==> config.mk <==
export PLATFORM = sky130hd
export DESIGN_NAME = spwm_gen
export DESIGN_NICKNAME = d
export VERILOG_FILES = /design/src/rtl/spwm_pkg.sv /design/src/rtl/spwm_sine_rom.sv /design/src/rtl/spwm_step.sv /design/src/rtl/spwm_carrier.sv /design/src/rtl/spwm_gen.sv
export SDC_FILE = /design/constraint.sdc
export NUM_CORES = 1
export LEC_CHECK = 0
export CORE_UTILIZATION = 30
export CTS_CLUSTER_DIAMETER = 150
export DETAILED_ROUTE_END_ITERATION = 12
export GPL_TIMING_DRIVEN = 0
export PLACE_DENSITY = 0.53
export SLEW_MARGIN = 20
export SYNTH_ARGS = -nofsm -noshare
export SYNTH_HDL_FRONTEND = slang
export SYNTH_HIERARCHICAL = 1
export SYNTH_SLANG_ARGS = --single-unit
==> constraint.sdc <==
create_clock -name clk_i -period 2.9 [get_ports clk_i]
set_input_delay 0.435 -clock clk_i [delete_from_list [all_inputs] [get_ports clk_i]]
set_output_delay 0.435 -clock clk_i [all_outputs]
set_load 0.02 [all_outputs]
==> src/rtl/spwm_pkg.sv <==
package spwm_pkg;
  localparam int unsigned TAB_AW  = 8;
  localparam int unsigned TAB_DW  = 8;
  localparam int unsigned TAB_LEN = 1 << TAB_AW;
  localparam int unsigned HALF    = TAB_LEN / 2;

  // rational sine approximation over each half cycle, centred on 128
  function automatic logic [TAB_DW-1:0] sine_entry(input int unsigned p);
    int unsigned q, ab, s;
    q  = p % HALF;
    ab = q * (HALF - q);
    s  = (508 * ab) / (20480 - ab);
    return (p < HALF) ? TAB_DW'(128 + s) : TAB_DW'(128 - s);
  endfunction
endpackage

==> src/rtl/spwm_sine_rom.sv <==
module spwm_sine_rom
  import spwm_pkg::*;
(
  input  logic [TAB_AW-1:0] addr_i,
  output logic [TAB_DW-1:0] data_o
);
  logic [TAB_DW-1:0] tab [TAB_LEN];

  for (genvar i = 0; i < TAB_LEN; i++) begin : g_tab
    assign tab[i] = sine_entry(i);
  end

  assign data_o = tab[addr_i];
endmodule

==> src/rtl/spwm_step.sv <==
module spwm_step #(
  parameter int unsigned DIV_50 = 400,
  parameter int unsigned DIV_60 = 333,
  parameter int unsigned AW     = 8
) (
  input  logic          clk_i,
  input  logic          rst_ni,
  input  logic          mode_i,
  output logic          tick_o,
  output logic [AW-1:0] hold_o,
  output logic          zero_o
);
  localparam int unsigned DMAX = (DIV_50 > DIV_60) ? DIV_50 : DIV_60;
  localparam int unsigned SW   = $clog2(DMAX);

  logic          armed_q, mode_q, zero_q;
  logic [SW-1:0] cnt_q, lim;
  logic [AW-1:0] addr_q, hold_q;

  assign lim    = mode_q ? SW'(DIV_60 - 1) : SW'(DIV_50 - 1);
  assign tick_o = armed_q && (cnt_q == lim);

  always_ff @(posedge clk_i or negedge rst_ni) begin
    if (!rst_ni) begin
      armed_q <= 1'b0;
      mode_q  <= 1'b0;
      cnt_q   <= '0;
      addr_q  <= '0;
      hold_q  <= '0;
      zero_q  <= 1'b0;
    end else begin
      zero_q <= 1'b0;
      if (!armed_q) begin
        armed_q <= 1'b1;
        mode_q  <= mode_i;
      end else if (tick_o) begin
        cnt_q  <= '0;
        hold_q <= addr_q;
        addr_q <= addr_q + AW'(1);
        zero_q <= (addr_q == '0);
      end else begin
        cnt_q <= cnt_q + SW'(1);
      end
    end
  end

  assign hold_o = hold_q;
  assign zero_o = zero_q;


  addr_lead_chk: assert property (@(posedge clk_i) disable iff (!rst_ni)
    (hold_q != addr_q) |-> (addr_q == hold_q + AW'(1)));

  mode_lock_chk: assert property (@(posedge clk_i) disable iff (!rst_ni)
    armed_q |=> $stable(mode_q));

  zero_pos_chk: assert property (@(posedge clk_i) disable iff (!rst_ni)
    zero_q |-> (hold_q == '0 && addr_q == AW'(1)));

  tick_gap_chk: assert property (@(posedge clk_i) disable iff (!rst_ni)
    tick_o |=> !tick_o);
endmodule

==> src/rtl/spwm_carrier.sv <==
module spwm_carrier #(
  parameter int unsigned CAR_PRESC = 1,
  parameter int unsigned DW        = 8
) (
  input  logic          clk_i,
  input  logic          rst_ni,
  input  logic [DW-1:0] duty_i,
  output logic          load_o,
  output logic          period_start_o,
  output logic          pwm_o
);
  localparam int unsigned PW      = (CAR_PRESC > 1) ? $clog2(CAR_PRESC) : 1;
  localparam int unsigned CNT_MAX = (1 << DW) - 1;

  logic [PW-1:0] presc_q;
  logic [DW-1:0] cnt_q, cmp_q;
  logic          adv, wrap;

  assign adv  = (presc_q == PW'(CAR_PRESC - 1));
  assign wrap = adv && (cnt_q == DW'(CNT_MAX));

  always_ff @(posedge clk_i or negedge rst_ni) begin
    if (!rst_ni) begin
      presc_q <= '0;
      cnt_q   <= '0;
      cmp_q   <= '0;
    end else begin
      presc_q <= adv ? '0 : presc_q + PW'(1);
      if (adv)  cnt_q <= cnt_q + DW'(1);
      if (wrap) cmp_q <= duty_i;
    end
  end

  assign load_o         = wrap;
  assign period_start_o = (cnt_q == '0) && (presc_q == '0);
  assign pwm_o          = (cnt_q < cmp_q);


  cmp_hold_chk: assert property (@(posedge clk_i) disable iff (!rst_ni)
    !wrap |=> $stable(cmp_q));

  period_wrap_chk: assert property (@(posedge clk_i) disable iff (!rst_ni)
    wrap |=> period_start_o);
endmodule

==> src/rtl/spwm_gen.sv <==
module spwm_gen
  import spwm_pkg::*;
#(
  parameter int unsigned CAR_PRESC   = 1,
  parameter int unsigned STEP_DIV_50 = 400,
  parameter int unsigned STEP_DIV_60 = 333
) (
  input  logic clk_i,
  input  logic rst_ni,
  input  logic mode_sel_i,
  output logic pwm_o,
  output logic period_start_o,
  output logic zero_o
);
  logic              tick, load;
  logic [TAB_AW-1:0] hold;
  logic [TAB_DW-1:0] duty;

  spwm_step #(
    .DIV_50(STEP_DIV_50),
    .DIV_60(STEP_DIV_60),
    .AW    (TAB_AW)
  ) u_step (
    .clk_i (clk_i),
    .rst_ni(rst_ni),
    .mode_i(mode_sel_i),
    .tick_o(tick),
    .hold_o(hold),
    .zero_o(zero_o)
  );

  spwm_sine_rom u_rom (
    .addr_i(hold),
    .data_o(duty)
  );

  spwm_carrier #(
    .CAR_PRESC(CAR_PRESC),
    .DW       (TAB_DW)
  ) u_car (
    .clk_i         (clk_i),
    .rst_ni        (rst_ni),
    .duty_i        (duty),
    .load_o        (load),
    .period_start_o(period_start_o),
    .pwm_o         (pwm_o)
  );

  // steps seen since the last duty reload
  logic [1:0] steps_q;
  always_ff @(posedge clk_i or negedge rst_ni) begin
    if (!rst_ni)                      steps_q <= '0;
    else if (load)                    steps_q <= {1'b0, tick};
    else if (tick && steps_q != 2'd3) steps_q <= steps_q + 2'd1;
  end


  no_skip_chk: assert property (@(posedge clk_i) disable iff (!rst_ni)
    steps_q <= 2'd1);

  reset_quiet_chk: assert property (@(posedge clk_i)
    !rst_ni |-> (!pwm_o && !zero_o));
endmodule

* Yosys cells after proc, flatten, opt, wreduce, memory -nomap -nowiden
Memory sizes are Yosys's and may differ from the RTL's. A register that Yosys moved wholly into a read port is not among the register bits.
Cells that the tools add are included.
** Storage, ports and cells
- Word-level logic and storage cells :: 30
- Bits in read-only memories :: 2048
- Input bits :: 3
- Bits in registers :: 37
- Memories :: 1
** Memory list
- (name not given) :: depth 256, width 8, read ports 1, clocked after Yosys merged registers in 1, write ports 0, RTL line spwm_sine_rom.sv:13 : assign data_o = tab[addr_i];
** Operators by class
- Bitwise operators :: 2
- Add/subtract/negate cells :: 4
- Order comparisons :: 1
- Mux-type cells :: 5
- Equal/unequal tests :: 2
- Reductions and logical operators :: 7
** Operators with widths (number)
- 8-bit by 1-bit adder with 8-bit output (second input constant) :: 2
- 8-bit zero test :: 2
- 9-bit by 1-bit adder with 9-bit output (second input constant) :: 1
- 9-bit == test :: 1
- 9-bit 2-to-1 mux :: 1
- 8-bit inverter with 9-bit output :: 1
- 8-bit == test (second input constant) :: 1
- 8-bit less-than comparator :: 1
- 8-bit 2-to-1 mux :: 1
- 1-bit logical AND :: 3
- 1-bit 2-to-1 mux :: 3
- 2-bit AND reduction :: 1
- 1-bit adder (second input constant) :: 1
- 1-bit zero test :: 1
- 1-bit inverter :: 1

* Depth between registers and ports, before layout
- Word-level depth :: 5
- Gate-level depth with buffers :: 11
- Depth with buffers taken out :: 9

* Cells and area by module
The synthesis kept the hierarchy.
** Modules (own cells, without submodules)
- spwm_sine_rom :: times used 1, area each 1971.9 µm², cells each 322, sequential area each 0.0 µm²
- spwm_step :: times used 1, area each 1320.0 µm², cells each 106, sequential area each 700.7 µm²
- spwm_carrier :: times used 1, area each 869.6 µm², cells each 68, sequential area each 400.4 µm²

* Worst setup path after synthesis
OpenSTA, ideal clock, no wires.
- Path kind :: reg-to-reg
- From :: register u_step.hold_q[0], in the netlist u_step/hold_o[0]
- To :: register u_car.cmp_q[2]
- Cell stages (with the launch flop) :: 11
- Slack :: 0.336 ns
- Library setup time :: 0.064 ns
- Clock period less this slack :: 2.564 ns
- Data required time :: 2.836 ns
- Path buffers :: 1
- Arrival time :: 2.500 ns
- Cell sequence :: dfrtp_1 -> clkbuf_1 -> inv_1 -> ha_1 -> nor2_1 -> o21bai_1 -> mux4_2 -> a21o_1 -> o21ba_1 -> a311oi_2 -> mux2_4
** On the way
- Cells in the longest elaborated chain, start to end :: 1
** RTL lines
- start: declaration :: RTL line spwm_step.sv:18 : logic [AW-1:0] addr_q, hold_q;
- start signal: assignment :: RTL line spwm_step.sv:38 : hold_q <= addr_q;
- 8-bit inverter with 9-bit output (implied by the code) :: RTL line spwm_sine_rom.sv:13
- end: declaration :: RTL line spwm_carrier.sv:16 : logic [DW-1:0] cnt_q, cmp_q;
Every way passes these cells.
A chain may end at the register's enable or synchronous reset.

* Final worst setup path
- From :: register u_step.hold_q[1], in the netlist u_step/hold_o[1]
- To :: register u_car.cmp_q[2]
Same word-level chain as after synthesis.

==> results.ini <==
[synth]
synth_edf_count = 0
syn_nets = 519
ys_ff_latch = 44
syn_inst = 496
netlist.area_leader.share_pct = 26.5
seq_area_frac_synth_pct = 26.5
ys_top_cells_by_area = dfrtp_1 26%, ha_1 6.0%, nand2_1 4.6%
yosysTopAreaCell = dfrtp_1
synth_area_per_cell_um2 = 8.39
synthFlopType = dfrtp_1
yosysUniqueCellTypes = 77
yosys_warnings = 6
netlist_area_mm2 = 0.00416
yosysMostFrequentCell = nand2_1
async_reset_ff_share_pct = 100
synthTopCellsByCount = 51 x nand2_1, 44 x dfrtp_1, 37 x a21oi_1

[critical_path]
path_depth = 10
cp-end-kind = flip-flop
r2r_cells = 10
cp_data_arrival_time_ps = 3100
critPathRequiredTime_ps = 3120
start_kind = flip-flop
slowest_delay_ps = 490
cp_slowest_cell = o311ai_0
worst-path-buf-inv = 3
path_cells = buf_4 > clkinvlp_4 > ha_2 > buf_2 > a21oi_1 > o311ai_0 > o22a_1 > o21ba_1 > a311oi_2 > mux2_4
worstPathMaxFanout = 10
critical_path_class = flip-flop to flip-flop
critical_path.top_delay_family = compound AO/OA/AOI/OAI gates

[cells_and_area]
area_delta_synth_final_pct = 12.4
regArea_mm2 = 0.00110
multi_input_area_mm2 = 0.00272
final_cells = 693
antenna_cells = 0
num-fill-cells = 1393
drive_gt1_share_pct = 18.6
fin_nets = 539

[grt]
antenna_found_initial = 0
gr-usage-met1_pct = 25.3
grt_pass1_wl_um = 20900
grt_util_met2_pct = 26.8
grt-busiest-layer = met2
grtUsageMet3_pct = 3.85
grt_max_degree = 33
grt_usage_pct = 18.5
grt.overflow.total = 0
grt_pass1_vias = 3932

[clocking]
cts_made_buffers = 5
cts.sinks = 44
cts_tree = done
htreeDepth = 2
cts.clk_slew.worst_paths_ps = 60
clk_latency_ps = 280
clock_path_buffers = 2
hold_buffers = 0
clockRootBuffer = clkbuf_16

[placed_design]
dp.cells = 678
port_buffers = 5
gp_congestion = 0.986
hpwl_um = 9210

[detailed_routing]
routed_via_density = 5.84
drt-initial-drc-count = 483
drt_wl_total_um = 12900
ant_nets = 0
first_pass_iters = 5
via_count = 4045
post_drt_wl_per_cell_um = 18.6
drc_errors = 0

[sta]
max_freq_mhz = 348
min_period_ps = 2880
finalMaxSlewViolations = 0
hold_violations = 0
setup_tns_ps = 0
finalCritPeriodShare_pct = 99.2
slew_headroom_pct = 58.0
worstMarginPinSlew_ps = 629
setup_viol = 0
skew_ps = 5.55

[floorplanning]
core.rowCount = 42
die_area_mm2 = 0.0143
die_w_um = 120
io_pins = 6
core_mm2 = 0.0134
die_h_um = 120
initial_core_util_pct = 31.1

[power]
p_comb_share_pct = 6.5
peakVddDrop_mv = 0.199
pwr-share-clk_pct = 41.5
total_power_mw = 1.35
power_frac_seq_pct = 51.9
intPower_mw = 1.04
switchingPower_mw = 0.316
pwr_density_cell_mw_per_mm2 = 289
p_leak_nw = 1.96
power_switching_share_pct = 23.4

[hold_path]
hp-class = primary input to asynchronous set/reset pin

[job]
cap_violations = 0

[run_status]
outcome = finished, final reports clean

==> stage by stage <==
step / instance area [µm²] / setup slack, ps / util, % / hold slack (ps)
after floorplan: 4160 / 336 / - / 139
final: 4680 / 23.9 / 34.9 / 49.1
after global routing: 4680 / -17.4 / 34.9 / 65.4
after detailed placement: 4450 / -394 / 33.2 / 358
after CTS: 4620 / 14.6 / 34.5 / 59.0
after global placement: 4430 / -462 / 33.1 / 491
==> per-layer routing <==
metal	routed length [µm]	part of all wire [%]
met1	5480	42
met2	5480	42
met3	1300	10
met4	654	5.1
met5	0	0
==> logic make-up (layout without fill, tap and decap cells) <==
family | count (synthesis) | after routing | synth area share [%]
flops | 44 | 44 | 26.5
fa+ha+maj | 20 | 20 | 6.01
other cells | 1 | 1 | 0.0901
simple gates | 161 | 161 | 20.4
compound gates | 155 | 155 | 24.7
xor+xnor | 23 | 23 | 4.84
buf+inv | 64 | 85 | 8.39
mux | 28 | 28 | 9.08
==> final timing paths <==
check | from | endpoint | slack, ps
max in group asynchronous | rst_ni | u_step/hold_o[1]$_DFFE_PN0P_ | 2360
min in group clk_i | u_step/hold_o[3]$_DFFE_PN0P_ | u_step/hold_o[3]$_DFFE_PN0P_ | 510
setup / recovery | u_step/hold_o[1]$_DFFE_PN0P_ | u_car/cmp_q[2]$_DFFE_PN0P_ | 20
hold / removal | rst_ni | u_car/cnt_q[7]$_DFF_PN0_ | 50
hold reg to reg | u_step/hold_o[3]$_DFFE_PN0P_ | u_step/hold_o[3]$_DFFE_PN0P_ | 510
setup reg to reg | u_step/hold_o[1]$_DFFE_PN0P_ | u_car/cmp_q[2]$_DFFE_PN0P_ | 20
==> layout make-up <==
cell class | count | area share (%)
well taps | 176 | 4.71
inverters | 22 | 1.87
flip-flops and latches | 44 | 23.6
clock buffers | 7 | 3.05
plain buffers | 42 | 5.83
clock inverters | 1 | 0.161
multi-input cells | 388 | 58.2
repair buffers | 13 | 2.57
==> power by group through the flow <==
stage / clock network (mW) / logic, mW / registers [mW]
after floorplan: 0 / 0.0632 / 0.703
after global placement: 0 / 0.0849 / 0.712
after detailed placement: 0 / 0.0910 / 0.712
after CTS: 0.579 / 0.0906 / 0.702
after global routing: 0.606 / 0.105 / 0.708
final: 0.562 / 0.0883 / 0.703
==> registers in the layout (all words and copies together) (netlist names) <==
register,cells
u_step/cnt_q,9
u_step/hold_o,8
u_step/mode_q,1
u_car/cmp_q,8
u_step/zero_o,1
u_step/addr_q,8
u_car/cnt_q,8
u_step/armed_q,1
==> cells in the final DEF (no fill, tap or decap), types with 11 or more instances in the layout <==
cell / netlist / routed
a21oi_1: 37 / 36
mux2_2: 13 / 13
nor2_1: 31 / 31
nand2_1: 51 / 51
buf_2: 19 / 19
nand2b_1: 13 / 13
dfrtp_1: 44 / 42
xor2_1: 11 / 11
inv_1: 20 / 18
ha_1: 20 / 19
nand3_1: 11 / 11
xnor2_1: 12 / 12
o21ai_0: 36 / 36
==> repair_timing <==
action | 4_1_cts | 5_1_grt
endpoints found under the setup margin | 6 | 6
gates cloned | 0 | 0
resized for setup | 7 | 6
setup buffers | 1 | 6
No activity file was read; power rests on OpenSTA's default activity.
